File: config.mk
export PLATFORM = sky130hd
export DESIGN_NAME = soft_mute_ramp
export DESIGN_NICKNAME = d
export VERILOG_FILES = /design/src/rtl/sm_pkg.sv /design/src/rtl/sm_level_ctrl.sv /design/src/rtl/sm_chan_scale.sv /design/src/rtl/soft_mute_ramp.sv
export SDC_FILE = /design/constraint.sdc
export NUM_CORES = 2
export LEC_CHECK = 0
export CORE_UTILIZATION = 50
export DETAILED_ROUTE_END_ITERATION = 12
export GPL_ROUTABILITY_DRIVEN = 1
export PLACE_DENSITY = 0.67
export RECOVER_POWER = 50
export SLEW_MARGIN = 40
export SYNTH_ARGS = -nofsm -noshare
export SYNTH_HDL_FRONTEND = slang
export SYNTH_SLANG_ARGS = --single-unit
export TNS_END_PERCENT = 5
File: constraint.sdc
create_clock -name clk -period 8.5 [get_ports clk]
set_input_delay 2.55 -clock clk [delete_from_list [all_inputs] [get_ports clk]]
set_output_delay 2.55 -clock clk [all_outputs]
set_load 0.005 [all_outputs]
File: src/rtl/sm_pkg.sv
package sm_pkg;
    localparam int unsigned NCH = 2;

    typedef enum logic [1:0] {
        RAMP_HOLD = 2'd0,
        RAMP_DOWN = 2'd1,
        RAMP_UP   = 2'd2
    } ramp_dir_e;
endpackage

File: src/rtl/sm_level_ctrl.sv
module sm_level_ctrl
    import sm_pkg::*;
#(
    parameter int unsigned STEP_W = 10
) (
    input  logic              clk,
    input  logic              rst_n,
    input  logic              pdn_n,
    input  logic              step_en,
    input  logic              mute_req,
    output logic [STEP_W:0]   level,
    output logic [STEP_W:0]   coef,
    output logic              at_floor
);
    localparam int unsigned LW = STEP_W + 1;
    localparam logic [LW-1:0] FULL = {1'b1, {STEP_W{1'b0}}};
    localparam logic [LW-1:0] ONE  = {{STEP_W{1'b0}}, 1'b1};

    typedef struct packed {
        logic [LW-1:0] level;
    } lvl_t;

    lvl_t      st_d, st_q;
    ramp_dir_e dir;

    always_comb begin
        st_d = st_q;
        dir  = RAMP_HOLD;
        if (step_en) begin
            if (mute_req && st_q.level != FULL) begin
                dir = RAMP_UP;
            end else if (!mute_req && st_q.level != '0) begin
                dir = RAMP_DOWN;
            end
        end
        case (dir)
            RAMP_UP:   st_d.level = st_q.level + ONE;
            RAMP_DOWN: st_d.level = st_q.level - ONE;
            default:   st_d.level = st_q.level;
        endcase
        if (!pdn_n) begin
            st_d.level = '0;
        end
    end

    always_ff @(posedge clk or negedge rst_n) begin
        if (!rst_n) begin
            st_q <= '0;
        end else begin
            st_q <= st_d;
        end
    end

    assign level    = st_q.level;
    assign coef     = FULL - st_q.level;
    assign at_floor = (st_q.level == FULL);
endmodule

File: src/rtl/sm_chan_scale.sv
module sm_chan_scale #(
    parameter int unsigned DW     = 24,
    parameter int unsigned STEP_W = 10
) (
    input  logic [DW-1:0]     sample,
    input  logic [STEP_W:0]   coef,
    output logic [DW-1:0]     scaled
);
    localparam int unsigned PW = DW + STEP_W + 2;
    localparam logic signed [PW-1:0] HALF =
        {{(PW-STEP_W){1'b0}}, 1'b1, {(STEP_W-1){1'b0}}};
    localparam logic signed [PW-1:0] MAXV =
        {{(PW-DW+1){1'b0}}, {(DW-1){1'b1}}};
    localparam logic signed [PW-1:0] MINV =
        {{(PW-DW+1){1'b1}}, {(DW-1){1'b0}}};

    logic signed [PW-1:0] x_ext, c_ext, prod, rnd, shifted;

    always_comb begin
        x_ext   = $signed({{(PW-DW){sample[DW-1]}}, sample});
        c_ext   = $signed({{(PW-STEP_W-1){1'b0}}, coef});
        prod    = x_ext * c_ext;
        rnd     = prod + HALF;
        shifted = rnd >>> STEP_W;
        if (shifted > MAXV) begin
            scaled = MAXV[DW-1:0];
        end else if (shifted < MINV) begin
            scaled = MINV[DW-1:0];
        end else begin
            scaled = shifted[DW-1:0];
        end
    end
endmodule

File: src/rtl/soft_mute_ramp.sv
module soft_mute_ramp
    import sm_pkg::*;
#(
    parameter int unsigned DW     = 24,
    parameter int unsigned STEP_W = 10
) (
    input  logic          clk,
    input  logic          rst_n,
    input  logic          pdn_n,
    input  logic          mute_req,
    input  logic          in_valid,
    input  logic [DW-1:0] in_left,
    input  logic [DW-1:0] in_right,
    output logic          out_valid,
    output logic [DW-1:0] out_left,
    output logic [DW-1:0] out_right,
    output logic          muted
);
    typedef struct packed {
        logic                    valid;
        logic [NCH-1:0][DW-1:0]  smp;
    } out_t;

    out_t                   o_d, o_q;
    logic                   take;
    logic [STEP_W:0]        level;
    logic [STEP_W:0]        coef;
    logic [NCH-1:0][DW-1:0] chan_in;
    logic [NCH-1:0][DW-1:0] chan_out;

    assign take       = in_valid && pdn_n;
    assign chan_in[0] = in_left;
    assign chan_in[1] = in_right;

    sm_level_ctrl #(.STEP_W(STEP_W)) u_level (
        .clk      (clk),
        .rst_n    (rst_n),
        .pdn_n    (pdn_n),
        .step_en  (take),
        .mute_req (mute_req),
        .level    (level),
        .coef     (coef),
        .at_floor (muted)
    );

    for (genvar ch = 0; ch < NCH; ch++) begin : g_chan
        sm_chan_scale #(.DW(DW), .STEP_W(STEP_W)) u_scale (
            .sample (chan_in[ch]),
            .coef   (coef),
            .scaled (chan_out[ch])
        );
    end

    always_comb begin
        o_d       = o_q;
        o_d.valid = take;
        if (!pdn_n) begin
            o_d.smp = '0;
        end else if (take) begin
            o_d.smp = chan_out;
        end
    end

    always_ff @(posedge clk or negedge rst_n) begin
        if (!rst_n) begin
            o_q <= '0;
        end else begin
            o_q <= o_d;
        end
    end

    assign out_valid = o_q.valid;
    assign out_left  = o_q.smp[0];
    assign out_right = o_q.smp[1];
endmodule

After elaboration in Yosys (flattened, before gate mapping)

Index checks and enable logic that the tools add are counted.

Bits in registers: 60
Output and inout bits: 50

$add $sub $neg: 5
Reductions and logical operators: 5
Muxes and demuxes: 11
Multipliers: 2
$lt $le $gt $ge: 4
Equality and inequality tests: 6

Operators by type and width:

| cell                                                                            | number |
|---|---|
| 24-bit two-way mux                                                              | 4 |
| 48-bit two-way mux                                                              | 2 |
| 36-bit by 11-bit adder with 36-bit output (second input constant)               | 2 |
| 24-bit by 12-bit multiplier with 36-bit output                                  | 2 |
| 26-bit by 24-bit > comparator with 1-bit output (second input constant)         | 2 |
| 26-bit by 24-bit less-than comparator with 1-bit output (second input constant) | 2 |
| 11-bit one-hot mux with 2 select lines                                          | 1 |
| 11-bit by 1-bit adder with 11-bit output (second input constant)                | 1 |
| 11-bit equality test (second input constant)                                    | 1 |
| 11-bit two-way mux                                                              | 1 |
| 11-bit inequality test (second input constant)                                  | 1 |
| 11-bit nonzero test                                                             | 1 |
| 11-bit by 1-bit subtractor with 11-bit output (second input constant)           | 1 |
| 11-bit subtractor (first input constant)                                        | 1 |
| 2-bit two-way mux                                                               | 2 |
| 1-bit logical AND                                                               | 3 |
| 3-bit by 1-bit inequality test with 1-bit output (second input constant)        | 1 |
| 2-bit by 1-bit equality test with 1-bit output (second input constant)          | 1 |
| 2-bit equality test (second input constant)                                     | 1 |
| 2-bit by 1-bit inequality test with 1-bit output (second input constant)        | 1 |
| 1-bit logical NOT                                                               | 1 |
| 1-bit two-way mux                                                               | 1 |

Longest topological paths before layout

Word-level depth: 8
Gate-level depth with buffers: 31

By module

Synthesis repeated with hierarchy kept, for this count alone.

Cells, all modules: 2501
Area total of the unflattened synthesis: 22539.1 µm²

Modules (own cells, without submodules):

| module                            | cells an instance | area each (µm²) | sequential area each (µm²) | instances |
|---|---|---|---|---|
| sm_chan_scale (g_chan[0].u_scale) | 1109              | 9691.8          | 0.0                        | 1 |
| sm_chan_scale (g_chan[1].u_scale) | 1109              | 9605.5          | 0.0                        | 1 |
| soft_mute_ramp                    | 157               | 2098.3          | 1226.2                     | 1 |
| sm_level_ctrl                     | 126               | 1143.6          | 275.3                      | 1 |

Worst setup path before layout

OpenSTA, ideal clock, no wires.

Path kind: input to register
Start point: in in_left[23]
End point: reg o_q, in the netlist out_left[0]
Slack: 0.296 ns
Stages on the path: 20
Setup time: 0.126 ns
Required time: 8.374 ns
Arrival time: 8.078 ns
Cell sequence: clkbuf_1 -> nand2_1 -> fa_1 -> inv_1 -> fa_1 -> fa_1 -> fa_1 -> fa_1 -> ha_1 -> a211o_1 -> o21bai_1 -> a31oi_1 -> nand3_1 -> o21a_1 -> o311ai_4 -> o31ai_2 -> and2_4 -> buf_6 -> buf_8 -> a221o_1

Cells in the longest elaborated chain, start to end: 7
Elaborated cells between the ends (all ways): 8
Classes of those cells: add/sub: 1; mul: 1; order compare: 2; mux: 4

RTL lines:

| item                                                    | line                 | text |
|---|---|---|
| from (decl)                                             | soft_mute_ramp.sv:12 | `input logic [DW-1:0] in_left,` |
| 24-bit by 12-bit multiplier with 36-bit output (*)      | sm_chan_scale.sv:22  | `prod = x_ext * c_ext;` |
| 36-bit by 11-bit adder with 36-bit output (*)           | sm_chan_scale.sv:23  | `rnd = prod + HALF;` |
| 26-bit by 24-bit less-than comparator with 1-bit output | sm_chan_scale.sv:27  | `end else if (shifted < MINV) begin` |
| 24-bit two-way mux                                      | sm_chan_scale.sv:27  |  |
| 24-bit two-way mux (*)                                  | sm_chan_scale.sv:25  | `if (shifted > MAXV) begin` |
| 48-bit two-way mux (*)                                  | soft_mute_ramp.sv:59 | `end else if (take) begin` |
| 48-bit two-way mux (*)                                  | soft_mute_ramp.sv:57 | `if (!pdn_n) begin` |
| to (signal assigned)                                    | soft_mute_ramp.sv:66 | `o_q <= '0;` |
| to (signal assigned)                                    | soft_mute_ramp.sv:68 | `o_q <= o_d;` |
| to (decl)                                               | soft_mute_ramp.sv:24 | `out_t o_d, o_q;` |

Every way passes the cells marked *; elsewhere a longest branch is shown, timed or not. The select of a mux whose other input is x is not followed.
A chain may end at the register's enable or synchronous reset.

Final worst setup path

Start point: in in_right[23]
End point: reg o_q, in the netlist out_right[9]

Cells in the longest elaborated chain, start to end: 7
Elaborated cells between the ends (all ways): 8
Classes of those cells: add/sub: 1; mul: 1; order compare: 2; mux: 4

RTL lines:

| item                                                    | line                 | text |
|---|---|---|
| from (decl)                                             | soft_mute_ramp.sv:13 | `input logic [DW-1:0] in_right,` |
| 24-bit by 12-bit multiplier with 36-bit output (*)      | sm_chan_scale.sv:22  |  |
| 36-bit by 11-bit adder with 36-bit output (*)           | sm_chan_scale.sv:23  |  |
| 26-bit by 24-bit less-than comparator with 1-bit output | sm_chan_scale.sv:27  |  |
| 24-bit two-way mux                                      | sm_chan_scale.sv:27  |  |
| 24-bit two-way mux (*)                                  | sm_chan_scale.sv:25  |  |
| 48-bit two-way mux (*)                                  | soft_mute_ramp.sv:59 |  |
| 48-bit two-way mux (*)                                  | soft_mute_ramp.sv:57 |  |

Marks and branches as above.

==> impl_results.md <==
- DRT iter0 DRCs: 1036
- Clock Skew: 0.00646 ns
- Largest delay share family, worst path: adder cells
- Cells after Synth: 2436
- Htree depth: 3
- CP endpoint kind: flop
- GR Layer Usage met2: 45.0%
- Simple-gate share of the synthesized area: 14.0%
- Antenna cells: 0
- Die Span Y: 209 um
- Fin crit period: 8.31 ns
- Worst Path Max Fanout: 14
- Die area: 43800 sq um
- Crit Path Class: input pin to flop
- Post-CTS Hold Buffers: 0
- Slew margin rel.: -137%
- Placed cell areas: 24900 sq um
- Arr. time, crit path: 8.55 ns
- Slew @ Worst Pin: 3.56 ns
- Worst-Skew Late Latency: 0.36 ns
- Post-synthesis adder-cell area fraction: between 50% and 60%
- Failing checks: max-capacitance violations, max-slew violations
- Netlist cell types: 65
- Compound-Gate Fraction of Synth Area: 7.73%
- Status: complete, but fails checks
- Post-Syn Area: 21500 sq um
- Top cell type's share of synthesized area: 43.3%
- CP peak stage delay: 0.56 ns
- Cells along the critical path: clkdlybuf4s50_1 > buf_12 > nand2_1 > fa_1 > inv_1 > fa_1 > inv_1 > fa_1 > fa_1 > fa_1 > inv_1 > ha_1 > nand3_1 > or2_1 > buf_4 > nor2_1 > nand2_1 > o211ai_1 > a21oi_2 > xnor2_2 > buf_4 > a21oi_2 > buf_4 > a221o_1
- Fin crit share: 97.7%
- Mux cell area share after synthesis: 0.198%
- Hold Fails Final Rpt: 0
- Routed length per placed instance: 16.2 um
- I/O Buffers: 102
- Vias per inst: approximately 5.3
- Post-Synth XOR/XNOR Area: approximately 3.2%
- Largest net degree at the start of global routing: between 60 and 70
- Count of pins over their slew limit: 61
- Final ANT Viol Nets: 0
- IO Pins: between 100 and 150
- Synthesized flop and latch total: 60
- First-pass GRT wire length: 90300 um
- Vias in the first global route: 18942
- Max cap viols: 1
- Area leader, netlist: fa_1
- Largest family of logic cells by synthesized area: adder cells
- Drt pass-1 iters: 5
- Ys Warns: 0
- Overall Global Routing Usage: about 26%
- Final HPWL DP: about 43000 um
- Layout fillers: ~3600
- Async set or reset register ratio after synthesis: 100%
- Synth-to-Final Area Change: 17.9%
- CP most frequent cell: fa_1
- Root Buffer: clkbuf_16
- Synth top area cells: fa_1 43%, ha_1 12%, inv_1 11%
- DRC: 0
- Min-Delay Path Depth: 1
- Primary FF master, synth: dfrtp_1
- Post-synth EDFFs: 0
- Cell area after layout: 25400 sq um
- Starting Density: 51.0%
- Mapped Nets: 3154
- Initial antenna violation count: 0
- Routed wire length: about 52000 um
- Startpoint type of the worst setup path: input pin
- Busiest layer in global routing: met2
- Synthesized area per cell: 8.83 sq um
- Clock transition at path regs: around 0.06 ns
- Critical Path RT: 8.74 ns
- Layout cells sized above 1: about 11%
- Worst reg-to-reg path cell count: 31
- Sequential area share after synthesis: approximately 7%
- Clock sink count: 60
- F_max: 120 MHz
- CP max-delay cell: fa_1
- CTS tree: done
- FP Rows: 75
- GRT met1 Usage: between 30% and 40%
- Setup TNS: 0 ns
- CTS buffer count: 9
- Hold WC Path Type: flop to flop
- Nets@finish: between 3000 and 4000
- CP bufs+invs: 8
- CTS Buffer Depth: 2
- RD Place Congestion: ~0.9
- # setup viols final: 0
- Vias: 16941
- Congestion Overflow GR: 0
- Core area: approximately 42000 sq um
- Die X: about 210 um
- Critical path depth in cells: 24
- Met3 Use GR: 2.66%
state kept, by name (all words and copies together), names as in the netlist:
register and cells:
out_left 24, out_valid 1, u_level.level 11, out_right 24
cells in the mapped netlist, types with 36 or more instances:
master and count:
ha_1 200, dfrtp_1 60, nor2_1 36, nand2_1 427
xnor2_1 58, clkbuf_1 112, a21oi_1 61, fa_1 465
a221o_1 40, and2_1 84, nor2b_1 49, inv_1 605
layout make-up:
cell class	count	area (sq um)	share of cell area, %
multi-input cells	1644	17400	68.7
repair buffers	353	3190	12.6
inverters	605	2270	8.96
flip-flops and latches	60	1500	5.92
well taps	539	674	2.66
clock buffers	12	256	1.01
clock inverters	4	47.5	0.188
cells by family (layout without fill, tap and decap cells):
group                      count (synthesis)  in the layout
AOI/OAI and AO/OA                        226            226
xor gates and xnor gates                  79             79
adders and majority gates                665            665
muxes                                      4              4
and+or+nand+nor                          669            670
DFF                                       60             60
buffers and inverters                    733            974
layer usage:
metal  share of wire, %  vias to the layer above  wire length, um
li1                   -                     7751                -
met1                 41                     8612            21600
met2                 50                      461            26100
met3                4.9                      117             2560
met4                3.6                        0             1880
met5                  0                        -                0
metrics by stage:
step                      worst slack [ns]  util, %  hold WS [ns]  std cells
final                                0.195     60.2         0.513       3217
after CTS                           0.0580     59.7         0.514       3207
after detailed placement            -0.313     59.0         0.503       3191
after global routing               -0.0725     60.2         0.520       3217
after floorplan                      0.296        -         0.503       2436
after global placement              -0.443     58.9         0.497       3190
final timing paths:
| kind | start | slack [ns] | end |
|---|---|---|---|
| worst max-delay path | in_right[23] | 0.19 | out_right[9] |
| worst min-delay path | out_right[6] | 0.51 | out_right[6] |
| worst max register to register | u_level.level[1] | 1.08 | out_left[21] |
| worst min register to register | out_right[6] | 0.51 | out_right[6] |
| max in group asynchronous | rst_n | 2.97 | out_left[10] |
| min in group asynchronous | rst_n | 3.48 | out_right[0] |
what timing repair did:
action                                  CTS  global route
endpoints found under the setup margin    0            42
buffers inserted                          0             8
resized for setup                         0            19
cell usage in the layout (no fill, tap or decap), types with 8 or more instances in the layout:
| cell type | synthesis | final |
|---|---|---|
| inv_1 | 605 | 605 |
| fa_1 | 465 | 465 |
| nand2_1 | 427 | 427 |
| buf_4 | 0 | 228 |
| ha_1 | 200 | 200 |
| and2_1 | 84 | 84 |
| clkdlybuf4s50_1 | 0 | 70 |
| dfrtp_1 | 60 | 60 |
| a21oi_1 | 61 | 57 |
| xnor2_1 | 58 | 51 |
| nor2b_1 | 49 | 49 |
| a221o_1 | 40 | 40 |
| nor2_1 | 36 | 35 |
| o21ai_0 | 28 | 27 |
| dlygate4sd3_1 | 0 | 24 |
| nand3_1 | 20 | 20 |
| buf_12 | 0 | 20 |
| xor2_1 | 21 | 18 |
| a21o_1 | 15 | 15 |
| nor3_1 | 13 | 12 |
| o211ai_1 | 12 | 12 |
| clkbuf_16 | 0 | 9 |
| nand4_1 | 8 | 8 |
| o21bai_1 | 8 | 8 |
| o21a_1 | 8 | 8 |
| o31ai_1 | 9 | 8 |
worst reg2reg max path, delay by kind of cell (launching register included):
| kind | cells | cell delay [ns] |
|---|---|---|
| flip-flops | 1 | 0.46 |
| XOR/XNOR | 1 | 0.18 |
| buffers and inverters | 9 | 1.13 |
| AND/OR/NAND/NOR | 7 | 1.50 |
| AO/OA/AOI/OAI | 7 | 1.37 |
| adder cells (fa/ha/maj) | 7 | 2.70 |
Power is not shown: default switching activity piles up to over one toggle a cycle in this logic, so the estimate is an artifact.
